**config.mk**
```make
export PLATFORM = sky130hd
export DESIGN_NAME = prv_access_filter
export DESIGN_NICKNAME = d
export VERILOG_FILES = /design/src/rtl/prv_pkg.sv /design/src/rtl/prv_gate.sv /design/src/rtl/prv_regfile.sv /design/src/rtl/prv_access_filter.sv
export SDC_FILE = /design/constraint.sdc
export NUM_CORES = 1
export LEC_CHECK = 0
export BUFFER_PORTS_ARGS = -buffer_cell sky130_fd_sc_hd__buf_2
export CORE_UTILIZATION = 59
export CTS_CLUSTER_DIAMETER = 30
export DETAILED_ROUTE_END_ITERATION = 8
export PLACE_DENSITY_LB_ADDON = 0.3
export SYNTH_ARGS = -nofsm -noshare
export SYNTH_HDL_FRONTEND = slang
export SYNTH_SLANG_ARGS = --single-unit
```
**constraint.sdc**
```tcl
create_clock -name clk_i -period 1.97 [get_ports clk_i]
set_input_delay 0.0985 -clock clk_i [delete_from_list [all_inputs] [get_ports clk_i]]
set_output_delay 0.0985 -clock clk_i [all_outputs]
set_load 0.005 [all_outputs]
```
**src/rtl/prv_pkg.sv**
```systemverilog
package prv_pkg;
  localparam int unsigned CFG_IDX  = 0;
  localparam int unsigned TEST_IDX = 1;
  localparam int unsigned SUPV_BIT = 0;
  localparam int unsigned NUM_PROT = 2;
endpackage

```
**src/rtl/prv_gate.sv**
```systemverilog
module prv_gate #(
  parameter int unsigned ADDR_W   = 4,
  parameter int unsigned NUM_REGS = 6
) (
  input  logic [ADDR_W-1:0]   addr_i,
  input  logic                priv_sup_i,
  input  logic                supv_only_i,
  output logic                allowed_o,
  output logic [NUM_REGS-1:0] sel_o
);
  import prv_pkg::*;

  logic mapped, prot;

  for (genvar i = 0; i < NUM_REGS; i++) begin : g_sel
    assign sel_o[i] = (addr_i == ADDR_W'(i));
  end

  assign mapped = 32'(addr_i) < NUM_REGS;
  assign prot   = 32'(addr_i) < NUM_PROT;

  always_comb begin
    allowed_o = 1'b0;
    if (mapped) allowed_o = priv_sup_i || (!supv_only_i && !prot);
  end
endmodule

```
**src/rtl/prv_regfile.sv**
```systemverilog
module prv_regfile #(
  parameter int unsigned DATA_W   = 16,
  parameter int unsigned NUM_REGS = 6
) (
  input  logic                clk_i,
  input  logic                rst_ni,
  input  logic                we_i,
  input  logic [NUM_REGS-1:0] sel_i,
  input  logic [DATA_W-1:0]   wdata_i,
  output logic [DATA_W-1:0]   rdata_o,
  output logic                supv_only_o
);
  import prv_pkg::*;

  logic [DATA_W-1:0] regs [NUM_REGS];

  for (genvar i = 0; i < NUM_REGS; i++) begin : g_reg
    localparam logic [DATA_W-1:0] RST_VAL =
      (i == CFG_IDX) ? DATA_W'(1) << SUPV_BIT : '0;
    always_ff @(posedge clk_i or negedge rst_ni) begin
      if (!rst_ni)                regs[i] <= RST_VAL;
      else if (we_i && sel_i[i])  regs[i] <= wdata_i;
    end
  end

  always_comb begin
    rdata_o = '0;
    for (int i = 0; i < NUM_REGS; i++) if (sel_i[i]) rdata_o |= regs[i];
  end

  assign supv_only_o = regs[CFG_IDX][SUPV_BIT];

  // Configuration only moves on an enabled write to its slot
  assert_cfg_hold_R7: assert property (@(posedge clk_i) disable iff (!rst_ni)
    !(we_i && sel_i[CFG_IDX]) |=> $stable(regs[CFG_IDX]));
  assert_sel_onehot_R2: assert property (@(posedge clk_i) disable iff (!rst_ni)
    $onehot0(sel_i));
endmodule

```
**src/rtl/prv_access_filter.sv**
```systemverilog
module prv_access_filter #(
  parameter int unsigned ADDR_W = 4,
  parameter int unsigned DATA_W = 16,
  parameter int unsigned NUM_GP = 4
) (
  input  logic              clk_i,
  input  logic              rst_ni,
  input  logic [ADDR_W-1:0] addr_i,
  input  logic              rd_i,
  input  logic              wr_i,
  input  logic [DATA_W-1:0] wdata_i,
  input  logic              priv_sup_i,
  output logic              supv_only_o,
  output logic [DATA_W-1:0] rdata_o,
  output logic              ack_o,
  output logic              pass_ext_o
);
  import prv_pkg::*;
  localparam int unsigned NUM_REGS = NUM_PROT + NUM_GP;

  logic                allowed, acc, grant, deny;
  logic [NUM_REGS-1:0] sel;
  logic [DATA_W-1:0]   rf_rdata;

  prv_gate #(.ADDR_W(ADDR_W), .NUM_REGS(NUM_REGS)) u_gate (
    .addr_i     (addr_i),
    .priv_sup_i (priv_sup_i),
    .supv_only_i(supv_only_o),
    .allowed_o  (allowed),
    .sel_o      (sel)
  );

  prv_regfile #(.DATA_W(DATA_W), .NUM_REGS(NUM_REGS)) u_rf (
    .clk_i      (clk_i),
    .rst_ni     (rst_ni),
    .we_i       (grant && wr_i),
    .sel_i      (sel),
    .wdata_i    (wdata_i),
    .rdata_o    (rf_rdata),
    .supv_only_o(supv_only_o)
  );

  assign acc   = rd_i || wr_i;
  assign grant = acc && allowed;
  assign deny  = acc && !allowed;

  always_ff @(posedge clk_i or negedge rst_ni) begin
    if (!rst_ni) begin
      ack_o      <= 1'b0;
      pass_ext_o <= 1'b0;
      rdata_o    <= '0;
    end else begin
      ack_o      <= grant;
      pass_ext_o <= deny;
      rdata_o    <= (grant && rd_i) ? rf_rdata : '0;
    end
  end

  assert_ack_pass_excl_R7: assert property (@(posedge clk_i) disable iff (!rst_ni)
    !(ack_o && pass_ext_o));
  assert_prot_user_denied_R3: assert property (@(posedge clk_i) disable iff (!rst_ni)
    acc && !priv_sup_i && (32'(addr_i) < NUM_PROT) |=> pass_ext_o && !ack_o);
  assert_supv_user_denied_R4: assert property (@(posedge clk_i) disable iff (!rst_ni)
    acc && !priv_sup_i && supv_only_o |=> pass_ext_o);
  assert_sup_ack_R6: assert property (@(posedge clk_i) disable iff (!rst_ni)
    acc && priv_sup_i && (32'(addr_i) < NUM_REGS) |=> ack_o);
  assert_unmapped_pass_R8: assert property (@(posedge clk_i) disable iff (!rst_ni)
    acc && (32'(addr_i) >= NUM_REGS) |=> pass_ext_o && !ack_o);
  assert_rdata_idle_R9: assert property (@(posedge clk_i) disable iff (!rst_ni)
    !ack_o |-> rdata_o == '0);
  assert_idle_quiet_R6: assert property (@(posedge clk_i) disable iff (!rst_ni)
    !acc |=> !ack_o && !pass_ext_o);
endmodule

```
==> metrics <==
DR iter-0 viols 176; crit path time final 1.79 ns; ant diodes 0; NumNets Final between 400 and 500; clk sinks 114; crit share post-route 0.906; RePlAce Congestion 0.793; highest clock rate between 0.5 and 0.6 GHz; area of the multi-input gates between 0.002 and 0.0025 sq mm; Setup violations, final 0; Synth cell types 24; Hold WC Path Type in2async; CP required roughly 2.4 ns; Gate Count Post-Synth approximately 340; starting density of the core 0.620; syn avg cell area approximately 15 sq um; Seq cells post-synth roughly 110; CP Class reg2reg; fraction of layout cells with a size suffix above 1 0.554; reg2reg end ack_o; Synth async-reset ratio 1.00; Crit path largest cell delay between 0.5 and 0.6 ns; wire length per cell approximately 20 um; Setup crit end kind register; Die ar. roughly 0.0092 sq mm; Arrival @ worst endpoint approximately 2.2 ns; reg2reg path depth 4; RSZ-0062 raised after global routing no; worst slack at placement 0.284 ns; core area 0.00838 sq mm; post-CTS sizing 0; largest net degree at the start of global routing 47; CTS tree done; Worst Path Max Fanout 5; outcome completed; Tot GR Track Use 0.274; CTS Buf Count 17; first-pass GRT wire length about 18000 um; Final Hold Viols 0; vias in the first global route approximately 3400; Power Total 7030 uW; sequential element share of the synthesized area 0.549; DR DRC count 0; DIE HEIGHT about 96 um; DR vias approximately 3100; Finished Core Util 0.760; First-pass DRT Iterations 4; vias per cell about 5.8; area grow syn2layout 22.6%; number of enable flip-flop cells after synthesis 0; CTS Hold Buffers Added 21; r2r startpoint u_rf.supv_only_o; final worst slack around 0.18 ns; DP HPWL between 6000 and 7000 um; post-synth net total about 370; Filler Cell Count 508; Die Span X ~96 um; maxcap violations 0; PortBufs 43; maximum buffer depth of the clock tree 2; Post-CTS Setup Inserts 0; critical-path cell list o21ba_2 > o21ai_0 > nor2_1 > dlygate4sd3_1; Worst-Skew Late Latency 0.52 ns; Crit path buffers/inverters 1; Syn. warnings 0; crit start category register; Sequential cell area between 0.002 and 0.003 sq mm; post-route ant nets 0; Static Leak between 0.003 and 0.004 uW; critical path's slowest cell dlygate4sd3_1; final WL approximately 11000 um; Reg clk slew, reported paths approximately 0.060 ns; kind of cell adding the most delay to the critical path buffers and inverters; relative slew slack 0.587; CP Launch Point u_rf.supv_only_o; Main synth FF type dfrtp_1; Peak VDD IR 0.729 mV; setup slack, reg-to-reg 0.18 ns; io pins 44; grt total ovfl 0; Slew @ Worst Pin approximately 0.62 ns; antenna violations before repair 0; Setup TNS 0 ns; PD cells ~1100 mW/mm^2; CTS HTree Levels 4; Final Skew about 0.0067 ns; Root Buffer clkbuf_8; cell row count 33; Pins Over Slew Limit 0; synthesized area between 0.005 and 0.006 sq mm
==> Yosys cell counts (2+ instances only) <==
master | count | area (sq um)
mux2_4 | 40 | 601
nand2_1 | 16 | 60.1
nor2_1 | 2 | 7.51
buf_1 | 2 | 7.51
buf_6 | 4 | 45.0
nand4_4 | 2 | 42.5
dfrtp_1 | 113 | 2830
buf_2 | 6 | 30.0
a22oi_1 | 16 | 120
a21oi_1 | 17 | 85.1
clkbuf_1 | 6 | 22.5
mux2_2 | 104 | 1170
nand4b_4 | 2 | 47.6
nor3b_4 | 2 | 37.5
==> registers in the layout (all words and copies together), names as in the netlist <==
name,cells
u_rf.supv_only_o,1
pass_ext_o,1
u_rf.regs,95
rdata_o,16
ack_o,1
==> worst reg2reg max path: cells and delay by family, from the launching register on <==
family	cells	cell delay, ns
compound gates	2	0.46
buf+inv	1	0.57
flops	1	0.55
simple gates	1	0.08
==> placed cells by master, fill, tap and decap left out, types with 3 or more instances in the layout <==
| cell | instances |
|---|---|
| dfrtp_1 | 113 |
| mux2_2 | 104 |
| buf_2 | 42 |
| mux2_4 | 40 |
| dlygate4sd3_1 | 21 |
| a21oi_1 | 17 |
| nand2_1 | 16 |
| a22oi_1 | 16 |
| clkbuf_16 | 16 |
| buf_4 | 11 |
| clkinv_2 | 5 |
| buf_12 | 4 |
| clkbuf_8 | 3 |
==> cells by family (layout without fill, tap and decap cells) <==
family          after synthesis  in the layout  synth area share
simple gates                 30             30            0.0462
buf+inv                      18            109            0.0202
mux                         144            144             0.341
flops                       114            114             0.549
compound gates               36             36            0.0438
==> through the flow <==
step / instance area [sq um] / std cells / hold slack, ns
2_1_floorplan: 5200 / 342 / -0.197
3_3_place_gp: 5600 / 486 / 0.146
3_5_place_dp: 5600 / 486 / 0.157
4_1_cts: 6370 / 538 / 0.129
5_1_grt: 6370 / 538 / 0.184
6_report: 6370 / 538 / 0.138
==> area by class of cell <==
class	instances	share of cell area
repair buffers	78	0.0915
multi-input cells	210	0.352
clock inverters	10	0.0173
flip-flops and latches	114	0.448
well taps	105	0.0206
clock buffers	21	0.0705
==> layer usage <==
metal | vias to the layer above | part of all wire | track usage
li1 | 1410 | - | -
met4 | 0 | 0.018 | 0.113
met2 | 86 | 0.51 | 0.455
met1 | 1606 | 0.43 | 0.348
met3 | 27 | 0.043 | 0.0608
met5 | - | 0 | 0
==> power breakdown <==
group | switching, uW | internal (uW)
registers | 240 | 2790
clock network | 1040 | 1850
logic | 390 | 724
==> worst max-delay path by stage <==
stage,cells after the start,slack (ns),end
floorplan,5,0.37,u_rf.regs[22]
global placement,3,0.31,u_rf.regs[25]
detailed placement,3,0.28,u_rf.regs[18]
CTS,3,0.24,u_rf.regs[18]
global route,4,0.12,ack_o
finish,4,0.18,ack_o
No activity file was read; power rests on OpenSTA's default activity.
